File: config.mk
export PLATFORM = sky130hd
export DESIGN_NAME = nvram_bank_picker
export DESIGN_NICKNAME = d
export VERILOG_FILES = /design/src/rtl/nvram_bank_picker.sv
export SDC_FILE = /design/constraint.sdc
export NUM_CORES = 1
export LEC_CHECK = 0
export BUFFER_PORTS_ARGS = -buffer_cell sky130_fd_sc_hd__buf_4
export CAP_MARGIN = 20
export CORE_UTILIZATION = 35
export CTS_CLUSTER_DIAMETER = 40
export DETAILED_ROUTE_END_ITERATION = 7
export MAX_ROUTING_LAYER = met4
export PLACE_DENSITY = 0.47
export SLEW_MARGIN = 20
export SYNTH_ARGS = -nofsm -noshare
export SYNTH_HDL_FRONTEND = slang
export SYNTH_SLANG_ARGS = --single-unit
File: constraint.sdc
create_clock -name clk -period 8.9 [get_ports clk]
set_input_delay 1.335 -clock clk [delete_from_list [all_inputs] [get_ports clk]]
set_output_delay 1.335 -clock clk [all_outputs]
set_load 0.03 [all_outputs]
File: src/rtl/nvram_bank_picker.sv
module nvram_bank_picker #(
  parameter int IMG_BYTES = 8192,
  parameter logic [7:0] SIG = 8'h5A
) (
  input  logic        clk,
  input  logic        rst_n,
  input  logic        in_start,
  input  logic        in_valid,
  input  logic        in_last,
  input  logic [7:0]  in_byte,
  output logic        done,
  output logic [1:0]  bank_ok,
  output logic [31:0] gen_bank0,
  output logic [31:0] gen_bank1,
  output logic        active_bank
);
  localparam int AW = $clog2(IMG_BYTES);
  localparam int CW = AW + 2;
  localparam logic [16:0] MODV = 17'd65521;
  localparam logic [AW-1:0] OFF_END = AW'(IMG_BYTES - 1);
  localparam logic [AW-1:0] OFF_BODY = AW'(20);

  logic [CW-1:0] pos;
  logic          busy;
  logic          sig_ok;
  logic [15:0]   hsum;
  logic [7:0]    hck;
  logic [31:0]   body_ref;
  logic [31:0]   gen_w;
  logic [15:0]   lo, hi;
  logic [31:0]   gen_r [2];

  wire            take     = in_valid & (in_start | busy);
  wire [CW-1:0]   idx      = in_start ? '0 : pos;
  wire            in_range = idx < CW'(2 * IMG_BYTES);
  wire            acc      = take & in_range;
  wire            bsel     = idx[AW];
  wire [AW-1:0]   off      = idx[AW-1:0];

  wire [16:0] lo_add = {1'b0, lo} + {9'b0, in_byte};
  wire [15:0] lo_n   = (lo_add >= MODV) ? 16'(lo_add - MODV) : lo_add[15:0];
  wire [16:0] hi_add = {1'b0, hi} + {1'b0, lo_n};
  wire [15:0] hi_n   = (hi_add >= MODV) ? 16'(hi_add - MODV) : hi_add[15:0];

  wire [8:0]  fold1  = {1'b0, hsum[7:0]} + {1'b0, hsum[15:8]};
  wire [8:0]  fold2  = {1'b0, fold1[7:0]} + {8'b0, fold1[8]};
  wire        pass   = sig_ok && (fold2[7:0] == hck) && ({hi_n, lo_n} == body_ref);
  wire        finish = acc && (off == OFF_END);

  always_ff @(posedge clk or negedge rst_n) begin
    if (!rst_n) begin
      pos  <= '0;
      busy <= 1'b0;
      done <= 1'b0;
    end else begin
      done <= take & in_last;
      if (acc) pos <= idx + CW'(1);
      else if (take) pos <= idx;
      if (take && in_last) busy <= 1'b0;
      else if (in_valid && in_start) busy <= 1'b1;
    end
  end

  always_ff @(posedge clk or negedge rst_n) begin
    if (!rst_n) begin
      sig_ok   <= 1'b0;
      hsum     <= '0;
      hck      <= '0;
      body_ref <= '0;
      gen_w    <= '0;
      lo       <= 16'd1;
      hi       <= '0;
    end else if (acc) begin
      if (off == '0) begin
        sig_ok <= (in_byte == SIG);
        hsum   <= {8'b0, in_byte};
      end
      if (off == AW'(1)) hck <= in_byte;
      if (off >= AW'(2) && off <= AW'(15)) hsum <= hsum + {8'b0, in_byte};
      if (off >= AW'(16) && off <= AW'(19)) body_ref <= {body_ref[23:0], in_byte};
      if (off >= AW'(20) && off <= AW'(23)) gen_w <= {gen_w[23:0], in_byte};
      if (off < OFF_BODY) begin
        lo <= 16'd1;
        hi <= '0;
      end else begin
        lo <= lo_n;
        hi <= hi_n;
      end
    end
  end

  always_ff @(posedge clk or negedge rst_n) begin
    if (!rst_n) begin
      bank_ok  <= '0;
      gen_r[0] <= '0;
      gen_r[1] <= '0;
    end else if (in_valid && in_start) begin
      bank_ok  <= '0;
      gen_r[0] <= '0;
      gen_r[1] <= '0;
    end else if (finish) begin
      bank_ok[bsel] <= pass;
      gen_r[bsel]   <= pass ? gen_w : '0;
    end
  end

  assign gen_bank0   = gen_r[0];
  assign gen_bank1   = gen_r[1];
  assign active_bank = gen_r[0] < gen_r[1];
endmodule

Word-level counts from Yosys, hierarchy flattened

Index checks and enable logic that the tools add are counted.

Register bits: 204
Output and inout port bits: 68

Add/subtract/negate cells: 8
$lt $le $gt $ge: 15
Equal/unequal tests: 5
Mux-type cells: 22
Bitwise logic cells: 5
Reductions and logical operators: 20

Operators by type and width:

| kind                                                   | number |
|---|---|
| two-way mux 64 bit                                     | 2 |
| two-way mux 16 bit                                     | 6 |
| bitwise mux 64 bit                                     | 1 |
| two-way mux 32 bit                                     | 2 |
| two-way mux 15 bit                                     | 3 |
| >= comparator 17 x 16 -> 1 bit (second input constant) | 2 |
| demux 32 bit (select 1 bit)                            | 1 |
| equality test 32 bit                                   | 1 |
| < comparator 32 bit                                    | 1 |
| subtractor 16 bit (second input constant)              | 2 |
| >= comparator 13 x 5 -> 1 bit (second input constant)  | 2 |
| <= comparator 13 x 5 -> 1 bit (second input constant)  | 2 |
| adder 16 x 16 -> 17 bit                                | 1 |
| adder 16 x 8 -> 17 bit                                 | 1 |
| adder 16 x 8 -> 16 bit                                 | 1 |
| adder 15 x 1 -> 15 bit (second input constant)         | 1 |
| < comparator 15 bit (second input constant)            | 1 |
| equality test 13 x 1 -> 1 bit (second input constant)  | 1 |
| equality test 13 bit (second input constant)           | 1 |
| >= comparator 13 x 2 -> 1 bit (second input constant)  | 1 |
| <= comparator 13 x 4 -> 1 bit (second input constant)  | 1 |
| zero test 13 bit                                       | 1 |
| < comparator 13 x 5 -> 1 bit (second input constant)   | 1 |
| logical AND 1 bit                                      | 10 |
| other kinds (17)                                       | 29 |

Longest topological paths before layout

Depth in word-level cells: 12
Depth in mapped cells: 30

Worst setup path after synthesis

OpenSTA, ideal clock, no wires.

Path kind: input port to flip-flop
Start: input in_byte[0]
End: register gen_r, in the netlist gen_bank0[22]
Library setup time: 0.121 ns
Data arrival time: 7.574 ns
Setup slack: 1.205 ns
Stages on the path: 29
Cell sequence: ha_1 > fa_1 > nand3_1 > and2_1 > a311oi_2 > or3_4 > a211oi_4 > a31oi_1 > buf_6 > xnor2_1 > ha_1 > inv_1 > fa_1 > nand3b_1 > a21oi_1 > mux2i_1 > o21ai_1 > or2_2 > clkbuf_1 > nor4b_4 > a21o_1 > buf_1 > nand3b_1 > nand3_1 > nor4_1 > and4_1 > buf_2 > buf_4 > a22o_1

Cells in the longest elaborated chain, start to end: 12
Elaborated cells on any way between the ends: 14
Classes of those cells: 4 x add/sub; 2 x order compare; 1 x eq/ne; 6 x mux; 1 x reduce/logical

RTL lines:

| what                                                                | RTL line | text |
|---|---|---|
| from (decl)                                                         | 10       | `input logic [7:0] in_byte,` |
| adder 16 x 8 -> 17 bit (*)                                          | 40       | `wire [16:0] lo_add = {1'b0, lo} + {9'b0, in_byte};` |
| subtractor 16 bit or >= comparator 17 x 16 -> 1 bit (tied branches) | 41       | `wire [15:0] lo_n = (lo_add >= MODV) ? 16'(lo_add - MODV) : lo_add[15:0];` |
| two-way mux 16 bit (*)                                              | 41       |  |
| adder 16 x 16 -> 17 bit                                             | 42       | `wire [16:0] hi_add = {1'b0, hi} + {1'b0, lo_n};` |
| subtractor 16 bit or >= comparator 17 x 16 -> 1 bit (tied branches) | 43       | `wire [15:0] hi_n = (hi_add >= MODV) ? 16'(hi_add - MODV) : hi_add[15:0];` |
| two-way mux 16 bit                                                  | 43       |  |
| equality test 32 bit (*)                                            | 47       | `wire pass = sig_ok && (fold2[7:0] == hck) && ({hi_n, lo_n} == body_ref);` |
| logical AND 1 bit (*)                                               | 47       |  |
| two-way mux 32 bit (*)                                              | 103      | `gen_r[bsel] <= pass ? gen_w : '0;` |
| bitwise mux 64 bit (*)                                              | 103      |  |
| two-way mux 64 bit (*)                                              | 101      | `end else if (finish) begin` |
| two-way mux 64 bit (*)                                              | 97       | `end else if (in_valid && in_start) begin` |
| to (signal, indexed assignment)                                     | 103      |  |
| to (decl)                                                           | 31       | `logic [31:0] gen_r [2];` |

Mark *: on every way between the ends. The rest lies on a longest branch, timed or not. The select of a mux whose other input is x is not followed.
A chain may end at the register's enable or synchronous reset.

Worst setup path after layout

Start: input in_byte[0]
End: register gen_r, in the netlist gen_bank1[1]

The elaborated chain is that of the path after synthesis.

==> impl_metrics.yaml <==
setup_path:
  cp-start-kind: "input port"
  crit_fanout: 15
  arrival_ns: 8.58
  path_class: "in2reg"
  cp-end-kind: "flip-flop"
  worst_r2r_path_depth: 26
  crit_required_ns: 9.39
route:
  via_count: 12710
  drc: 0
  viasPerCell: 5.533
  wl_per_cell_um: 21.27
  top_layer_used: "met4"
  drt_wl_total_um: 48860
  drtIter0Drc: 759
  wl_met1_um: 22650
  met3_length_um: 2101
  met2_length_um: 21910
  drt_pass1_iterations: 5
  ant_nets: 0
placed_design:
  io_buffers: 80
  dp.cells: 2218
  hpwl_um: 37160
  gp_congestion: 0.9917
  pre_cts_slack_ns: 0.3050
logic_synthesis:
  yosysSeqAreaShare_pct: 35.19
  ys_top_cells_by_count: "203 x dfrtp_1, 191 x nand2_1, 122 x o21ai_0"
  syn_area_mm2: 0.01451
  synthesis.nets: 1706
  synth_seq_cells: 204
  synth_edf_count: 0
  synth_top_area_cell: "dfrtp_1"
  synthArstFlopShare_pct: 100.0
  synthDistinctLibCells: 105
  yosysWarnings: 0
  syn_avg_cell_area_um2: 9.029
  synth_top_flop_cell: "dfrtp_1"
  synth_top_area_share_pct: 35.01
  synth_area_leaders: "dfrtp_1 35%, ha_1 7.1%, nand2_1 4.9%, o21ai_0 4.2%, xnor2_1 3.1%"
  synth_cells: 1607
  yosysMostFrequentCell: "dfrtp_1"
die:
  initial_core_util_pct: 35.54
  row_count: 74
  num_io_pins: 81
  die_area_mm2: 0.04228
  core_area_mm2: 0.04083
  die_y_um: 205.6
  die_x_um: 205.6
timing:
  hold_slack_ns: 0.4807
  hold_viol: 0
  rsz0062_at_grt: "no"
  worst_pin_slew_ns: 0.9230
  setup_violations: 0
  max_freq_mhz: 123.6
  final_max_slew_viol_count: 0
  max_slew_margin_pct: 38.47
  fin_crit_sh_pct: 90.89
  worst_slack_ns: 0.8106
  fin_setup_tns_ns: 0
  skew_ns: 0.02557
  period_minus_slack_ns: 8.089
clock_network:
  cts_root_buffer: "clkbuf_16"
  clock-sinks: 204
  cts_setup_buffers: 0
  htree_levels: 2
  clk_pin_slew_ns: 0.06
  ctsResizeCount: 0
  cts_tree: "yes"
  cts_buffers: 43
  postCtsHoldBufs: 0
  clk-insertion-delay-late_ns: 0.57
  clockBufferDepth: 3
cells_and_area:
  drive_above_1_share_pct: 19.40
  fill_cells: 4087
  nets: 1830
  syn_to_final_growth_pct: 20.27
  final_cells: 2297
job:
  maxCapViolations: 0
power:
  total_power_mw: 3.229
  swShare_pct: 29.59
  power_density_mw_per_mm2: 185.0
  max-vdd-ir-drop_mv: 0.1235
  pwr-share-clk_pct: 50.6
  netSwitchingPower_mw: 0.9553
  pwr-share-seq_pct: 31.8
  power_frac_comb_pct: 17.6
  p_int_mw: 2.274
  p_leak_nw: 7.864
outcome:
  outcome: "finished clean"
global_route:
  grt_max_degree: 94
  grt_usage_pct: 23.97
  grt-ovfl-total: 0
  grt_pass1_vias: 12400
  antenna_found_initial: 2
  grt_first_pass_wirelength_um: 74340
hold_path:
  hold_path_depth: 2
  hold_path_class: "reg2reg"
-- power groups by stage --
stage	Sequential, mW	Combinational [mW]	Clock [mW]
floorplan	1.03	0.404	0
global placement	1.04	0.566	0
detailed placement	1.04	0.569	0
CTS	1.03	0.574	1.68
global route	1.03	0.629	1.71
finish	1.03	0.567	1.64
-- state kept, by name (all words and copies together), names as in the netlist --
register / cells
gen_w: 32
hi: 16
lo: 16
sig_ok: 1
gen_bank1: 32
gen_bank0: 32
hck: 8
pos: 15
busy: 1
body_ref: 32
hsum: 16
done: 1
bank_ok: 2
-- critical path, cell delays in order --
cell	delay, ns
buf_4	0.15
ha_1	0.26
fa_1	0.44
nand3_1	0.21
and2_1	0.24
o22ai_1	0.13
o31ai_1	0.45
a211oi_4	0.14
a31oi_1	0.26
buf_4	0.27
nor2_1	0.08
xnor2_1	0.51
ha_1	0.43
nand3b_1	0.29
nand2_1	0.20
a211oi_2	0.26
buf_4	0.19
o21ai_0	0.12
o21a_1	0.21
a2111oi_0	0.53
o2111ai_1	0.31
a2111oi_4	0.34
nand4_1	0.24
nor4_2	0.37
nand3_2	0.16
buf_4	0.26
o21ai_0	0.17
-- area by class of cell --
cell class	instances	area, µm²	area share, %
Inverter	99	371.6	2.129
Sequential cell	204	5106	29.26
Tap cell	532	665.6	3.814
Clock buffer	50	1162	6.660
Timing Repair Buffer	147	1136	6.510
Antenna cell	2	5.005	0.02868
Clock inverter	27	306.5	1.757
Multi-Input combinational cell	1236	8698	49.84
-- worst paths after layout --
path                                      to  slack, ns        from
min in group asynchronous          gen_w[22]       0.78       rst_n
worst max-delay path            gen_bank1[1]       0.81  in_byte[0]
worst min register to register    bank_ok[1]       0.48  bank_ok[1]
worst min-delay path              bank_ok[1]       0.48  bank_ok[1]
worst max register to register  gen_bank1[1]       1.34       lo[0]
max in group asynchronous           hsum[11]       6.74       rst_n
-- cell usage in the layout (no fill, tap or decap), types with 37 or more instances in the layout --
cell       Yosys  layout
nor2_1        99      97
nand3_1       42      42
mux2_2        37      37
inv_1         99      99
dfrtp_1      203     203
nand2_1      191     191
xnor2_1       51      51
ha_1          82      82
a22o_1        43      43
o21ai_0      122     119
buf_4          4     144
xor2_1        39      39
a21oi_1       63      63
clkbuf_16      0      43
-- logic make-up (layout without fill, tap and decap cells) --
group	count (synthesis)	in the layout	share of synthesized area (%)
buf+inv	167	323	5.027
xor+xnor	97	97	6.493
other cells	0	2	0
mux	54	54	4.044
compound gates	448	448	21.95
flops	204	204	35.19
simple gates	551	551	19.67
fa+ha+maj	86	86	7.623
-- per-layer routing --
layer | vias to the layer above | global-route usage, %
met5 | - | -
met4 | 0 | 11.51
met3 | 110 | 3.532
met2 | 303 | 36.33
met1 | 6194 | 31.26
li1 | 6103 | -
-- stage by stage --
stage	util [%]	instance area, µm²
final	42.74	17450
after global routing	42.74	17450
after CTS	42.73	17450
after detailed placement	39.13	15980
after global placement	39.13	15980
after floorplan	-	14510
Note: power is estimated with default switching activity, not from simulation.
